[src/rtl/timer_pkg.sv]
package timer_pkg;

    localparam int BYTE_W = 8;
    localparam int CNT_W  = 2 * BYTE_W;
    localparam int TERM_BIT = 5;

    typedef enum logic [1:0] {
        ACC_SNAP = 2'b00,
        ACC_LO   = 2'b01,
        ACC_HI   = 2'b10,
        ACC_LOHI = 2'b11
    } access_e;

    typedef enum logic {
        PTR_LO = 1'b0,
        PTR_HI = 1'b1
    } byte_ptr_e;

    typedef struct packed {
        logic [1:0] sel;
        access_e    acc;
        logic [3:0] mode;
    } ctrl_word_t;

    typedef struct packed {
        logic snap;
        logic lohi;
        logic unsup;
    } ctrl_cmd_t;

    localparam logic [1:0] SEL_READBACK = 2'b11;

    function automatic ctrl_cmd_t decode_ctrl(input ctrl_word_t w, input logic [1:0] chan);
        ctrl_cmd_t c;
        c = '0;
        if (w.sel == SEL_READBACK) begin
            c.unsup = 1'b1;
        end else begin
            case (w.acc)
                ACC_SNAP: c.snap  = (w.sel == chan);
                ACC_LOHI: c.lohi  = (w.sel == chan);
                default:  c.unsup = 1'b1;
            endcase
        end
        return c;
    endfunction

    function automatic byte_ptr_e flip_ptr(input byte_ptr_e p);
        return (p == PTR_LO) ? PTR_HI : PTR_LO;
    endfunction

    function automatic logic [BYTE_W-1:0] pick_byte(input logic [CNT_W-1:0] v, input byte_ptr_e p);
        return (p == PTR_LO) ? v[BYTE_W-1:0] : v[CNT_W-1:BYTE_W];
    endfunction

endpackage

[src/rtl/timer_ctrl_decode.sv]
module timer_ctrl_decode
    import timer_pkg::*;
#(
    parameter logic [1:0] CHAN_ID = 2'd0
) (
    input  logic              ctrl_wr,
    input  logic [BYTE_W-1:0] ctrl_byte,
    output logic              snap_hit,
    output logic              lohi_hit,
    output logic              unsup_hit
);

    ctrl_cmd_t cmd;

    always_comb begin
        cmd = decode_ctrl(ctrl_word_t'(ctrl_byte), CHAN_ID);
        snap_hit  = ctrl_wr & cmd.snap;
        lohi_hit  = ctrl_wr & cmd.lohi;
        unsup_hit = ctrl_wr & cmd.unsup;
    end

endmodule

[src/rtl/timer_count_core.sv]
module timer_count_core
    import timer_pkg::*;
(
    input  logic              clk,
    input  logic              rst,
    input  logic              tick,
    input  logic              data_wr,
    input  logic [BYTE_W-1:0] data_byte,
    input  logic              lohi_hit,
    output logic [CNT_W-1:0]  count,
    output logic              term,
    output logic              running,
    output logic              load_hi
);

    logic [BYTE_W-1:0] lo_byte_q;
    byte_ptr_e         wptr_q;
    logic              dec_en;

    always_comb begin
        load_hi = data_wr & ~lohi_hit & (wptr_q == PTR_HI);
        dec_en  = running & tick & ~load_hi;
    end

    always_ff @(posedge clk) begin
        if (rst) begin
            count     <= '0;
            lo_byte_q <= '0;
            wptr_q    <= PTR_LO;
            running   <= 1'b0;
            term      <= 1'b0;
        end else begin
            if (lohi_hit) begin
                wptr_q <= PTR_LO;
            end else if (data_wr) begin
                if (wptr_q == PTR_LO) begin
                    lo_byte_q <= data_byte;
                    wptr_q    <= PTR_HI;
                end else begin
                    count   <= {data_byte, lo_byte_q};
                    wptr_q  <= PTR_LO;
                    running <= 1'b1;
                    term    <= 1'b0;
                end
            end
            if (dec_en) begin
                count <= count - CNT_W'(1);
                if (count == CNT_W'(1)) begin
                    term <= 1'b1;
                end
            end
        end
    end

endmodule

[src/rtl/timer_snap_reader.sv]
module timer_snap_reader
    import timer_pkg::*;
(
    input  logic              clk,
    input  logic              rst,
    input  logic              snap_hit,
    input  logic              data_rd,
    input  logic [CNT_W-1:0]  count,
    output logic [CNT_W-1:0]  hold,
    output logic              pend,
    output byte_ptr_e         rptr,
    output logic [BYTE_W-1:0] byte_out
);

    always_comb begin
        byte_out = pick_byte(pend ? hold : count, rptr);
    end

    always_ff @(posedge clk) begin
        if (rst) begin
            hold <= '0;
            pend <= 1'b0;
            rptr <= PTR_LO;
        end else begin
            if (data_rd) begin
                rptr <= flip_ptr(rptr);
                if (pend && rptr == PTR_HI) begin
                    pend <= 1'b0;
                end
            end
            if (snap_hit && !pend) begin
                hold <= count;
                pend <= 1'b1;
                rptr <= PTR_LO;
            end
        end
    end

endmodule

[src/rtl/down_timer_chan.sv]
module down_timer_chan
    import timer_pkg::*;
#(
    parameter logic [1:0] CHAN_ID = 2'd0
) (
    input  logic              clk,
    input  logic              rst,
    input  logic              tick,
    input  logic              wr_en,
    input  logic              wr_sel,
    input  logic [BYTE_W-1:0] wr_data,
    input  logic              rd_en,
    input  logic              rd_sel,
    output logic [BYTE_W-1:0] rd_data,
    output logic              unsup_cmd
);

    logic              ctrl_wr;
    logic              data_wr;
    logic              data_rd;
    logic              snap_hit;
    logic              lohi_hit;
    logic              unsup_hit;
    logic [CNT_W-1:0]  count_q;
    logic              term_q;
    logic              running_q;
    logic              load_hi;
    logic [CNT_W-1:0]  hold_q;
    logic              snap_pend;
    byte_ptr_e         rptr_q;
    logic [BYTE_W-1:0] count_byte;
    logic [BYTE_W-1:0] status_byte;

    always_comb begin
        ctrl_wr = wr_en & wr_sel;
        data_wr = wr_en & ~wr_sel;
        data_rd = rd_en & ~rd_sel;
        status_byte = '0;
        status_byte[TERM_BIT] = term_q;
    end

    timer_ctrl_decode #(.CHAN_ID(CHAN_ID)) u_decode (
        .ctrl_wr   (ctrl_wr),
        .ctrl_byte (wr_data),
        .snap_hit  (snap_hit),
        .lohi_hit  (lohi_hit),
        .unsup_hit (unsup_hit)
    );

    timer_count_core u_core (
        .clk       (clk),
        .rst       (rst),
        .tick      (tick),
        .data_wr   (data_wr),
        .data_byte (wr_data),
        .lohi_hit  (lohi_hit),
        .count     (count_q),
        .term      (term_q),
        .running   (running_q),
        .load_hi   (load_hi)
    );

    timer_snap_reader u_reader (
        .clk      (clk),
        .rst      (rst),
        .snap_hit (snap_hit),
        .data_rd  (data_rd),
        .count    (count_q),
        .hold     (hold_q),
        .pend     (snap_pend),
        .rptr     (rptr_q),
        .byte_out (count_byte)
    );

    always_ff @(posedge clk) begin
        if (rst) begin
            rd_data   <= '0;
            unsup_cmd <= 1'b0;
        end else begin
            unsup_cmd <= unsup_hit;
            if (rd_en) begin
                rd_data <= rd_sel ? status_byte : count_byte;
            end
        end
    end

endmodule

[config.mk]
export PLATFORM = sky130hd
export DESIGN_NAME = down_timer_chan
export DESIGN_NICKNAME = d
export VERILOG_FILES = /design/src/rtl/timer_pkg.sv /design/src/rtl/timer_ctrl_decode.sv /design/src/rtl/timer_count_core.sv /design/src/rtl/timer_snap_reader.sv /design/src/rtl/down_timer_chan.sv
export SDC_FILE = /design/constraint.sdc
export NUM_CORES = 1
export LEC_CHECK = 0
export ABC_AREA = 1
export BUFFER_PORTS_ARGS = -buffer_cell sky130_fd_sc_hd__clkbuf_2
export CAP_MARGIN = 20
export CORE_AREA = 5 5 72 74
export CTS_CLUSTER_DIAMETER = 80
export DETAILED_ROUTE_END_ITERATION = 6
export DIE_AREA = 0 0 77 79
export PLACE_DENSITY = 0.83
export SYNTH_ARGS = -nofsm -noshare
export SYNTH_HDL_FRONTEND = slang
export SYNTH_SLANG_ARGS = --single-unit
[constraint.sdc]
create_clock -name clk -period 3.5 [get_ports clk]
set_input_delay 0.35 -clock clk [delete_from_list [all_inputs] [get_ports clk]]
set_output_delay 0.35 -clock clk [all_outputs]
set_load 0.05 [all_outputs]
==> results.yml <==
clock_network:
  numCtsBuffers: 5
  ctsHtreeMaxLevel: 2
  cts_tree: "built"
  post-cts-setup-buffer-count: 0
  post_cts.resized_instances: 0
  clockRootBuffer: "sky130_fd_sc_hd__clkbuf_8"
  cts.path.max_buffers: 2
  cts.clk_slew.worst_paths_ns: 0.10
  clock_sink_count: 54
  worst_skew_pair_latency_ns: 0.31
  post_cts_hold_buffer_count: 0
sta:
  totalNegativeSetupSlack_ns: 0
  setup_viol_count_final: 0
  post_route_setup_slack_ns: 1.601
  period_needed_ns: 1.899
  final.period_utilization_pct: 54.25
  worst_pin_slew_ns: 0.7612
  rsz0062_at_grt: "no"
  final_max_slew_viol_count: 0
  worst_slew_margin_rel_pct: 49.20
  clock.fmax_ghz: 0.5267
  hold_viol_final: 0
  timing.clock.skew_ns: 0.005043
global_routing:
  grt-busiest-layer: "met2"
  grt_start_max_net_pins: 29
  grt_pass1_vias: 2486
  initial_antenna_violation_count: 0
  grt_use_total_pct: 22.86
  grt_first_pass_wirelength_microns: 11410
  grtUsageMet2_pct: 37.69
  grt_use_met1_pct: 29.11
  grt_overflow_total: 0
  use_met3_pct: 4.535
setup_path:
  crit_path_top_delay_cell: "sky130_fd_sc_hd__dfxtp_1"
  timing.critical_path.cells: "inv_2, nand2_2, clkinv_2, nor2_1, nor2_1"
  reg2regPathDepth: 5
  critical_path_class: "reg -> reg"
  worst_ep_arrival_time_ns: 2.11
  cp.required_ns: 3.71
  timing.rr.start: "u_reader.pend"
  r2r_end: "u_reader.hold[11]"
  setup.worst_path.end_class: "flop"
  maximum_fanout_count_along_the_critical_path: 19
  crit_path_max_incr_delay_ns: 0.68
  regToRegSetupSlack_ns: 1.60
  critical_path.most_common_cell: "sky130_fd_sc_hd__nor2_1"
  crit_path_start_kind: "flop"
synthesis:
  post_synth_top_flop: "sky130_fd_sc_hd__dfxtp_1"
  synth_cells: 406
  postSynth.asyncResetShare_pct: 0
  synth.cell_area_sq_um: 2729
  synth_warnings: 0
  ys_ff_latch: 54
  post_synth.cell_area_avg_sq_um: 6.721
  synth_largest_type_area_fraction_pct: 39.61
  synth_cell_types: 36
  netlist.top_cell.by_area: "sky130_fd_sc_hd__dfxtp_1"
  synth-edff-count: 0
  synthesis.nets: 425
  sequential_cell_area_fraction_in_the_yosys_report_pct: 39.61
  ys_top_cells_by_area: "sky130_fd_sc_hd__dfxtp_1 (40%), sky130_fd_sc_hd__nand2_1 (11%), sky130_fd_sc_hd__nor2_1 (8.7%)"
die:
  start_util_pct: 60.17
  floorplan.core_area_sq_um: 4536
  fp.dieArea_sq_um: 6083
  fp.dieH_microns: 79
  die_x_microns: 77
  boundary_pins: 24
  fp-row-count: 25
min_path:
  hold-path-endpoint: "u_core.lo_byte_q[3]"
  timing.hold.worst_path_depth: 3
  holdCritStartpoint: "wr_data[3]"
  holdCritPathClass: "in -> reg"
power_and_ir_drop:
  total_power_divided_by_cell_area_nw_per_um2: 422.7
  leakage_nw: 1.265
  power.ir.vdd_worst_uv: 266.3
detailed_routing:
  routed_vias: 2656
  detail-route-antenna-nets: 0
  drc_errors: 0
  detailedRoute.firstIterationViolations: 268
  drtPass1Iterations: 5
  postRouteWirelength_microns: 6469
  detail_route.wl_per_cell_microns: 13.56
  routed_via_density: 5.568
place:
  buffer_ports.inserted: 23
  dp.final_hpwl_microns: 4739
  routabilityCongestion: 0.8457
  dpl_ws_ns: 1.627
  postPlaceCellArea_sq_um: 2833
finish:
  post_route_cells_drive_above_1_share_pct: 11.58
  finish.net_count: 441
  finalCoreUtilization_pct: 64.86
  synthToLayoutAreaGrowth_pct: 7.795
  post-route-cell-area_sq_um: 2942
  antennaDiodeCount: 0
run_status:
  outcome: "finished clean"
job:
  timing.max_cap.violations: 0
[where the power goes]
part	switching [mW]	leakage [nW]	internal (mW)	total (mW)
logic	0.118	0.769	0.0567	0.175
clock network	0.205	0.0579	0.211	0.416
registers	0.0188	0.438	0.633	0.652
[synth_stat cells (3+ instances only)]
cell type and n:
sky130_fd_sc_hd__nand2_1 78, sky130_fd_sc_hd__nor2_1 63, sky130_fd_sc_hd__dfxtp_1 54, sky130_fd_sc_hd__a21oi_1 44, sky130_fd_sc_hd__inv_1 41, sky130_fd_sc_hd__o21ai_0 39, sky130_fd_sc_hd__nand3_1 23, sky130_fd_sc_hd__o21ai_1 8
sky130_fd_sc_hd__buf_2 6, sky130_fd_sc_hd__nor2_2 5, sky130_fd_sc_hd__clkbuf_1 4, sky130_fd_sc_hd__ha_1 4, sky130_fd_sc_hd__inv_2 4, sky130_fd_sc_hd__o22ai_1 3
[cell families after synthesis]
kind of cell / Yosys count / synth area share (%)
flip-flops: 54 / 39.61
buffers and inverters: 61 / 9.399
XOR/XNOR: 1 / 0.3210
AO/OA/AOI/OAI: 104 / 20.22
AND/OR/NAND/NOR: 182 / 28.61
adder cells (fa/ha/maj): 4 / 1.834
[state kept, by name, summed over array words and instances (netlist names)]
name,count
u_core.count,16
u_reader.hold,16
rd_data,8
u_core.lo_byte_q,8
u_core.running,1
u_core.term,1
u_core.wptr_q,1
u_reader.pend,1
u_reader.rptr,1
unsup_cmd,1
[worst max-delay path, delay by kind of cell, from the launching register on]
family / cells / cell delay, ns
buffers and inverters: 2 / 0.53
flip-flops: 1 / 0.68
AND/OR/NAND/NOR: 3 / 0.57
[cells in the final DEF, fill, tap and decap left out]
master,count
sky130_fd_sc_hd__inv_2,4
sky130_fd_sc_hd__bufinv_16,1
sky130_fd_sc_hd__ha_1,4
sky130_fd_sc_hd__dfxtp_1,54
sky130_fd_sc_hd__clkinv_2,3
sky130_fd_sc_hd__nor4_1,1
sky130_fd_sc_hd__clkbuf_2,23
sky130_fd_sc_hd__o22ai_1,3
sky130_fd_sc_hd__o21a_1,1
sky130_fd_sc_hd__nand2_4,2
sky130_fd_sc_hd__o21ai_0,39
sky130_fd_sc_hd__nor3_1,1
sky130_fd_sc_hd__nand2_2,2
sky130_fd_sc_hd__nand3b_1,1
sky130_fd_sc_hd__o21ai_1,8
sky130_fd_sc_hd__nor3b_2,1
sky130_fd_sc_hd__a211oi_1,1
sky130_fd_sc_hd__o2111ai_1,1
sky130_fd_sc_hd__a21oi_1,44
sky130_fd_sc_hd__clkbuf_8,5
sky130_fd_sc_hd__nand2_1,78
sky130_fd_sc_hd__nor3b_1,2
sky130_fd_sc_hd__nand4_1,2
sky130_fd_sc_hd__nor2_4,1
sky130_fd_sc_hd__a2111oi_0,1
sky130_fd_sc_hd__clkinv_1,1
sky130_fd_sc_hd__nor2_2,5
sky130_fd_sc_hd__nand3_1,23
sky130_fd_sc_hd__a21oi_2,2
sky130_fd_sc_hd__nor2_1,63
sky130_fd_sc_hd__xor2_1,1
sky130_fd_sc_hd__inv_1,41
sky130_fd_sc_hd__a31oi_1,2
sky130_fd_sc_hd__o211ai_1,2
[worst max path at each step]
stage / start / to / cells past startpoint / slack, ns
after detailed placement: rst / u_core.lo_byte_q[6] / 4 / 1.63
after global routing: u_reader.pend / u_reader.hold[11] / 5 / 1.37
after global placement: rst / u_reader.rptr / 4 / 1.64
after CTS: u_reader.pend / u_reader.hold[11] / 5 / 1.62
after floorplan: u_core.count[0] / u_core.count[8] / 9 / 2.18
final: u_reader.pend / u_reader.hold[11] / 5 / 1.60
[cell type report]
class	count	area, sq um
flip-flops and latches	54	1081
multi-input cells	291	1391
fillers	415	1594
inverters	47	177.7
clock buffers	5	68.82
well taps	54	67.56
clock inverters	3	40.04
repair buffers	23	115.1
[metrics by stage]
stage                     cells  power, mW  hold WS (ns)
final                       477      1.243        0.3041
after global routing        477      1.311        0.3068
after CTS                   477      1.249        0.2983
after detailed placement    469     0.8370        0.4443
after global placement      469     0.8336        0.4368
after floorplan             406     0.7942        0.4244
[metal layers]
layer | vias to the layer above | routed length [microns]
li1 | 1354 | -
met1 | 1177 | 2800
met2 | 102 | 2992
met3 | 23 | 450
met4 | 0 | 226
met5 | - | 0
Power figures use the tool's default switching activity.
